[config.mk]
export PLATFORM = sky130hd
export DESIGN_NAME = sec_irq_ctl
export DESIGN_NICKNAME = d
export VERILOG_FILES = /design/src/rtl/sec_irq_ctl.sv
export SDC_FILE = /design/constraint.sdc
export NUM_CORES = 1
export LEC_CHECK = 0
export ABC_AREA = 1
export BUFFER_PORTS_ARGS = -buffer_cell sky130_fd_sc_hd__buf_2
export CELL_PAD_IN_SITES_DETAIL_PLACEMENT = 2
export CELL_PAD_IN_SITES_GLOBAL_PLACEMENT = 2
export CORE_MARGIN = 10
export CORE_UTILIZATION = 26
export DETAILED_ROUTE_END_ITERATION = 10
export PLACE_DENSITY_LB_ADDON = 0.3
export SYNTH_ARGS = -nofsm -noshare
export SYNTH_HDL_FRONTEND = slang
export SYNTH_SLANG_ARGS = --single-unit
[constraint.sdc]
create_clock -name clk -period 1.45 [get_ports clk]
set_input_delay 0.0725 -clock clk [delete_from_list [all_inputs] [get_ports clk]]
set_output_delay 0.0725 -clock clk [all_outputs]
set_load 0.02 [all_outputs]
[src/rtl/sec_irq_ctl.sv]
module sec_irq_ctl #(
  parameter int N         = 32,
  parameter int IDX_W     = 10,
  parameter int COMB_LINE = 31,
  parameter int PASS_LO   = 21,
  parameter int PASS_HI   = 30
) (
  input  logic             clk,
  input  logic             rst_n,
  input  logic [N-1:0]     irq_in,
  input  logic             wr_en,
  input  logic             rd_en,
  input  logic [IDX_W-1:0] reg_idx,
  input  logic [N-1:0]     wdata,
  output logic [N-1:0]     rdata,
  output logic [N-1:0]     irq_out
);
  localparam logic [IDX_W-1:0] I_STAT   = IDX_W'(0);
  localparam logic [IDX_W-1:0] I_RAW    = IDX_W'(1);
  localparam logic [IDX_W-1:0] I_ENSET  = IDX_W'(2);
  localparam logic [IDX_W-1:0] I_ENCLR  = IDX_W'(3);
  localparam logic [IDX_W-1:0] I_SWSET  = IDX_W'(4);
  localparam logic [IDX_W-1:0] I_SWCLR  = IDX_W'(5);
  localparam logic [IDX_W-1:0] I_PTSET  = IDX_W'(8);
  localparam logic [IDX_W-1:0] I_PTCLR  = IDX_W'(9);

  function automatic logic [N-1:0] pass_window();
    logic [N-1:0] m;
    m = '0;
    for (int i = PASS_LO; i <= PASS_HI; i++) m[i] = 1'b1;
    return m;
  endfunction

  localparam logic [N-1:0] PASS_MASK = pass_window();

  logic [N-1:0] en_q, pass_q, raw, out_d;
  logic         soft_q;

  assign raw = irq_in | {{(N-1){1'b0}}, soft_q};

  always_ff @(posedge clk) begin
    if (!rst_n) begin
      en_q   <= '0;
      pass_q <= '0;
      soft_q <= 1'b0;
    end else if (wr_en) begin
      case (reg_idx)
        I_ENSET: en_q   <= en_q | wdata;
        I_ENCLR: en_q   <= en_q & ~wdata;
        I_SWSET: if (|wdata) soft_q <= 1'b1;
        I_SWCLR: if (|wdata) soft_q <= 1'b0;
        I_PTSET: pass_q <= pass_q | (wdata & PASS_MASK);
        I_PTCLR: pass_q <= pass_q & ~wdata;
        default: ;
      endcase
    end
  end

  always_comb begin
    rdata = '0;
    if (rd_en) begin
      case (reg_idx)
        I_STAT:  rdata = raw & en_q;
        I_RAW:   rdata = raw;
        I_ENSET: rdata = en_q;
        I_SWSET: rdata = {{(N-1){1'b0}}, raw[0]};
        I_PTSET: rdata = pass_q;
        default: rdata = '0;
      endcase
    end
  end

  for (genvar i = 0; i < N; i++) begin : g_line
    if (i == COMB_LINE) begin : g_comb
      assign out_d[i] = |(raw & en_q);
    end else if (i >= PASS_LO && i <= PASS_HI) begin : g_pass
      assign out_d[i] = pass_q[i] & raw[i];
    end else begin : g_idle
      assign out_d[i] = 1'b0;
    end
  end

  always_ff @(posedge clk) begin
    if (!rst_n) irq_out <= '0;
    else        irq_out <= out_d;
  end
endmodule

After elaboration in Yosys (flattened, before gate mapping):

Cells that the tools add are included.

* bits in registers: 97
* bits of input ports: 78
* word-level logic and storage cells: 47

* eq/ne operators: 9
* muxes and demuxes: 7
* bitwise operators: 17
* reduce and logical (&&, ||, !) cells: 9

Operators with widths (number)
* 32-bit one-hot mux with 5 select lines: 1
* 32-bit one-hot mux with 2 select lines: 2
* 32-bit bitwise AND: 3
* 32-bit OR reduction: 2
* 32-bit two-way mux: 1
* 32-bit NOT: 1
* 32-bit by 1-bit OR with 32-bit output: 1
* 32-bit by 31-bit OR with 32-bit output: 1
* 32-bit OR: 1
* 10-bit by 2-bit == test with 1-bit output (second input constant): 2
* 10-bit by 3-bit == test with 1-bit output (second input constant): 2
* 10-bit by 4-bit == test with 1-bit output (second input constant): 2
* 1-bit bitwise AND: 10
* 10-bit by 1-bit == test with 1-bit output (second input constant): 1
* 10-bit logical NOT: 1
* 2-bit nonzero test: 3
* 2-bit inequality test (second input constant): 2
* 2-bit AND reduction: 2
* 4-bit AND reduction: 1
* 1-bit two-way mux: 2
* 1-bit one-hot mux with 2 select lines: 1

Depth between registers and ports, before layout:

Gate-level depths: netlist (run 1).

* word-level depth: 4
* mapped depth: 11
* depth with buffers taken out: 9

Least setup slack after synthesis (run 1):

Ideal clock, no wire load.

* path kind: input to output
* from: input reg_idx[5]
* to: output rdata[24]
* arrival: 1.257 ns
* data required time: 1.378 ns
* slack: 0.120 ns
* stages: 9
* path buffers: 2
* cells stage by stage: nor2_1 > nand2_1 > inv_2 > nand3_1 > buf_2 > buf_6 > o21ai_0 > nor2_1 > nor2_1

* longest elaborated chain between the ends: 3
* elaborated cells between the ends (all ways): 7
* those cells by class: eq/ne: 4; mux: 2; reduce/logical: 1

RTL lines
* start: declaration: RTL line 13 `input logic [IDX_W-1:0] reg_idx,`
* 10-bit by 4-bit == test with 1-bit output, or another cell as far along: RTL line 62 `case (reg_idx)`
* 32-bit one-hot mux with 5 select lines (*): RTL line 62
* 32-bit two-way mux (*): RTL line 61 `if (rd_en) begin`
* end: declaration: RTL line 15 `output logic [N-1:0] rdata,`

Every way passes the cells marked *; elsewhere a longest branch is shown, timed or not.

Final worst setup path (run 1):

* from: input reg_idx[8]
* to: output rdata[31]

Same word-level chain as after synthesis.

==> results.cfg, run 1 <==
[outcome]
status = complete, but fails checks
violations = negative setup slack

[synthesis]
async_flop_share = 0
synth_edf_count = 0
ys_ff_latch = 76
yosys-top-cells-count = 188 x nand2_1, 142 x nor2_1, 110 x inv_1
synth_most_common_cell = nand2_1
avgSynthCellArea_um2 = 5.999
synth_top_area_frac = 0.3219
syn_area_um2 = 4727
ys_warn_count = 0
yosys-top-cells-area = dfxtp_1 32%, nand2_1 15%, nor2_1 11%
syn-instance-count = 788
seq_area_frac_synth = 0.3219
ys_types = 28
ys.flop_type = dfxtp_1
yosysTopAreaCell = dfxtp_1

[min_path]
hp-class = primary input to flop

[critical_path]
cp-start-kind = primary input
required_ns = 1.38
reg2reg_to = irq_out[31]$_SDFF_PN0_
cp.arrival_ns = 1.46
worstSetupEndpointType = output port
cp_max_fo = 6
critPathCapture = rdata[31]
worst_r2r_path_depth = 7
critical_path.startpoint = reg_idx[8]
path_class = primary input to output port
rrSetupSlack_ns = 0.18

[timing]
post-route-min-period_ns = 1.534
worst_pin_slew_ns = 0.5132
fin_ws_ns = -0.08422
finalHoldViolCount = 0
fin_crit_sh = 1.058
max_freq_mhz = 651.8
final_max_slew_viol_count = 0
rsz0062_at_grt = yes
setup_viol = 30
relSlewSlack = 0.6575
fin_setup_tns_ns = -1.512
skew_ns = 0.005562

[layout]
fillers = 2162
syn2layout_area_growth_pct = 51.59
nets = 1043
drive_above_1_share = 0.3220
antenna_cells = 0

[drt]
vias = 5751
first_iter_violations = 233
avgViaCountPerCell = 4.801
dr.pass1.iters = 4
drc = 0
ant_nets = 0
routed_wl_um = 23520
wire_per_inst_um = 19.63

[clock_network]
cts.clk_slew.worst_paths_ns = 0.06
cts-buffers-inserted = 9
cts_max_level = 3
clk_latency_ns = 0.35
root_buffer = clkbuf_16
cts_sinks = 76
cts_buffer_depth = 2
cts_tree = done

[global_routing]
antenna_found_initial = 0
grt_overflow_total = 0
grt_max_degree = 66
grt_pass1_wl_um = 36180
grt_use_total = 0.1900
grt_pass1_vias = 6360

[placement]
numPortBuffers = 120
hpwl_um = 16160
gp_congestion = 0.7806

[power]
pwr_density_cell_nw_per_um2 = 669.5
p_leak_nw = 3.447
total_power_mw = 4.797
irDropWorstVdd_mv = 0.5207

[floorplan]
rows = 49
die_h_um = 154.8
die_w_um = 154.8
core_um2 = 17900
top_level_ports = 142
start_util = 0.2640
die_area_um2 = 23970

[run]
maxCapViolCount = 0
## critical path: stages
cell and delay (ns):
buf_8 0.10, nor2_4 0.13, nand2_2 0.09, nor2_4 0.23, nand2_4 0.13, clkinv_8 0.11, clkbuf_16 0.16, nand2_1 0.06
nand2_1 0.07, nor2_1 0.07, nor2_2 0.10, buf_6 0.12
## power by group
group | leakage [nW] | switching (mW) | internal [mW]
Combinational | 2.70 | 0.362 | 0.195
Sequential | 0.612 | 0.000621 | 2.09
Clock | 0.131 | 0.957 | 1.19
## metrics by stage
step,cell area (um2),util,hold slack (ns),worst slack [ns],std cells
after floorplan,4802,-,0.1930,0.1201,808
after CTS,6797,0.3796,0.003333,-0.07186,1194
after global placement,5943,0.3320,0.3271,-0.09286,1155
after detailed placement,5943,0.3320,0.3299,-0.1695,1155
after global routing,7166,0.4003,0.01905,-0.2052,1198
final,7166,0.4003,0.01579,-0.08422,1198
## repair_timing
item                                    4_1_cts  5_1_grt
setup buffers                                 7        4
pin swaps                                    14       50
hold buffers                                 15        0
resized for setup                           130      102
cloned                                        2        2
endpoints found under the hold margin        15        0
endpoints found under the setup margin       32       33
## how the worst min path moves through the flow
stage               start                      to  slack (ns)  cells past startpoint
2_1_floorplan  irq_in[29]  irq_out[29]$_SDFF_PN0_        0.19                      2
3_3_place_gp   irq_in[27]  irq_out[27]$_SDFF_PN0_        0.33                      3
3_5_place_dp   irq_in[27]  irq_out[27]$_SDFF_PN0_        0.33                      3
4_1_cts        irq_in[28]  irq_out[28]$_SDFF_PN0_       0.003                      3
5_1_grt        irq_in[21]  irq_out[21]$_SDFF_PN0_        0.02                      3
6_report       irq_in[28]  irq_out[28]$_SDFF_PN0_        0.02                      3
## metal layers
metal	wire (um)	up-vias	GRT usage
met1	9910	2821	0.2200
met3	1005	28	0.04187
met4	340	0	0.04453
met5	0	-	0
li1	-	2793	-
met2	12270	109	0.3454
## logic make-up after synthesis
family | count (synthesis) | synth area share
AO/OA/AOI/OAI | 132 | 0.1538
buffers and inverters | 170 | 0.1644
flip-flops | 76 | 0.3219
other | 1 | 0.0007933
AND/OR/NAND/NOR | 409 | 0.3592
## area by class of cell
cell class | count | area [um2] | area share
well taps | 229 | 286.5 | 0.03999
inverters | 116 | 465.4 | 0.06496
clock inverters | 4 | 26.28 | 0.003667
repair buffers | 200 | 1689 | 0.2357
clock buffers | 11 | 242.7 | 0.03387
multi-input cells | 562 | 2933 | 0.4093
flip-flops and latches | 76 | 1523 | 0.2125
## placed cells by master (no fill, tap or decap), types with 2 or more instances in the layout
cell and count:
inv_1 103, o21ai_1 17, buf_4 62, dfxtp_1 75, inv_2 6, o211ai_1 22
dlygate4sd3_1 15, clkbuf_16 11, nand3_1 12, nand4_2 2, buf_8 2, nand2_2 19
nand4_1 15, buf_16 2, nand2_1 154, clkinv_2 2, inv_4 4, conb_1 21
nor3_1 39, a21oi_1 11, nand3_4 3, nor2_2 17, clkinvlp_4 3, buf_2 83
nand2_4 17, o21ai_0 53, buf_12 16, nor2_1 118, o21ai_2 27, nor2_4 10
buf_6 18
No activity file was read; power rests on OpenSTA's default activity.
==> inputs of run 2 (changes only) <==
--- a/config.mk
+++ b/config.mk
@@ -13,6 +13,7 @@
 export CORE_UTILIZATION = 26
 export DETAILED_ROUTE_END_ITERATION = 10
 export PLACE_DENSITY_LB_ADDON = 0.3
+export SKIP_CTS_REPAIR_TIMING = 1
 export SYNTH_ARGS = -nofsm -noshare
 export SYNTH_HDL_FRONTEND = slang
 export SYNTH_SLANG_ARGS = --single-unit
==> results.cfg, run 2 (same netlist as run 1, synthesis figures left out) <==
[global_routing]
antenna_found_initial = 0
grt_overflow_total = 0
grt_max_degree = 66
grt_pass1_vias = 6098
grt_pass1_wl_um = 33700
grt_use_total = 0.1758

[critical_path]
rrSetupSlack_ns = 0.17
worstSetupEndpointType = output port
required_ns = 1.38
path_class = flop to output port
worst_r2r_path_depth = 7
cp-start-kind = flop
cp_max_fo = 3
cp.arrival_ns = 1.48
reg2reg_to = irq_out[31]$_SDFF_PN0_

[timing]
post-route-min-period_ns = 1.553
finalHoldViolCount = 2
hold_ws_ns = -0.006473
skew_ns = 0.006059
worst_pin_slew_ns = 0.5085
relSlewSlack = 0.6606
max_freq_mhz = 644.0
rsz0062_at_grt = yes
fin_ws_ns = -0.1028
final_max_slew_viol_count = 0
setup_viol = 33
fin_crit_sh = 1.071

[min_path]
hold_depth = 3
hp-class = primary input to flop
min_from = wdata[30]

[floorplan]
die_area_um2 = 23970
core_um2 = 17900
top_level_ports = 142
die_w_um = 154.8
start_util = 0.2640
rows = 49
die_h_um = 154.8

[clock_network]
cts_tree = done
root_buffer = clkbuf_16
clk_latency_ns = 0.35
cts.clk_slew.worst_paths_ns = 0.06
cts_max_level = 3
cts-buffers-inserted = 9
cts_sinks = 76
cts_buffer_depth = 2

[power]
pwr_density_cell_nw_per_um2 = 653.6
irDropWorstVdd_mv = 0.5459
p_leak_nw = 3.462
total_power_mw = 4.766

[outcome]
violations = negative hold slack, negative setup slack
status = complete, but fails checks

[layout]
antenna_cells = 0
final_common_cell = nand2_1
syn2layout_area_growth_pct = 54.26
regArea_um2 = 1521
final_cell_mix = 156 x nand2_1, 107 x inv_1, 98 x nor2_1
fillers = 2173
multi_input_area_um2 = 3054
drive_above_1_share = 0.3344
utilization = 0.4073
nets = 1037

[drt]
dr.pass1.iters = 4
drc = 0
avgViaCountPerCell = 4.880
routed_wl_um = 24540
first_iter_violations = 233
ant_nets = 0
vias = 5817
wire_per_inst_um = 20.59

[placement]
dp_slack_ns = -0.1695
hpwl_um = 16160
gp_congestion = 0.7806
numPortBuffers = 120

[run]
maxCapViolCount = 0
[run 2: worst max path at each step]
stage	from	endpoint	slack (ns)	cells after the start
2_1_floorplan	reg_idx[5]	rdata[24]	0.12	9
3_3_place_gp	reg_idx[9]	rdata[29]	-0.09	11
3_5_place_dp	reg_idx[9]	rdata[28]	-0.17	11
4_1_cts	soft_q$_SDFFE_PN0P_	rdata[0]	-0.29	6
5_1_grt	soft_q$_SDFFE_PN0P_	rdata[0]	-0.16	6
6_report	soft_q$_SDFFE_PN0P_	rdata[0]	-0.10	6
[run 2: layer usage]
metal | track usage | wire, um | vias to the layer above
li1 | - | - | 2783
met5 | 0 | 0 | -
met3 | 0.04049 | 953 | 28
met2 | 0.3174 | 12790 | 119
met1 | 0.2066 | 10380 | 2887
met4 | 0.03464 | 417 | 0
[run 2: metrics by stage]
stage | hold slack, ns | instances | TNS (ns) | area (um2)
5_1_grt | 0.01170 | 1192 | -3.617 | 7292
6_report | -0.006473 | 1192 | -1.261 | 7292
2_1_floorplan | 0.1930 | 808 | 0 | 4802
3_5_place_dp | 0.3299 | 1155 | -4.789 | 5943
3_3_place_gp | 0.3271 | 1155 | -2.115 | 5943
4_1_cts | -0.04102 | 1170 | -4.538 | 6212
[run 2: cell type report]
class / count / share of cell area
inverter: 116 / 0.06417
tap: 229 / 0.03929
clock inverter: 4 / 0.003603
multi-input combinational: 562 / 0.4188
timing repair buffer: 194 / 0.2322
sequential: 76 / 0.2086
clock buffer: 11 / 0.03329
[run 2: worst max-delay path, stage by stage (launching register included)]
cell      delay [ns]
dfxtp_1         0.35
o21ai_2         0.19
nand3b_1        0.16
nand3_1         0.10
nor2_2          0.14
nor2_1          0.05
buf_2           0.15
[run 2: power by group]
part | internal (mW) | switching (mW) | leakage [nW]
sequential | 2.09 | 0.000687 | 0.612
clock | 1.19 | 0.943 | 0.131
combinational | 0.180 | 0.359 | 2.72
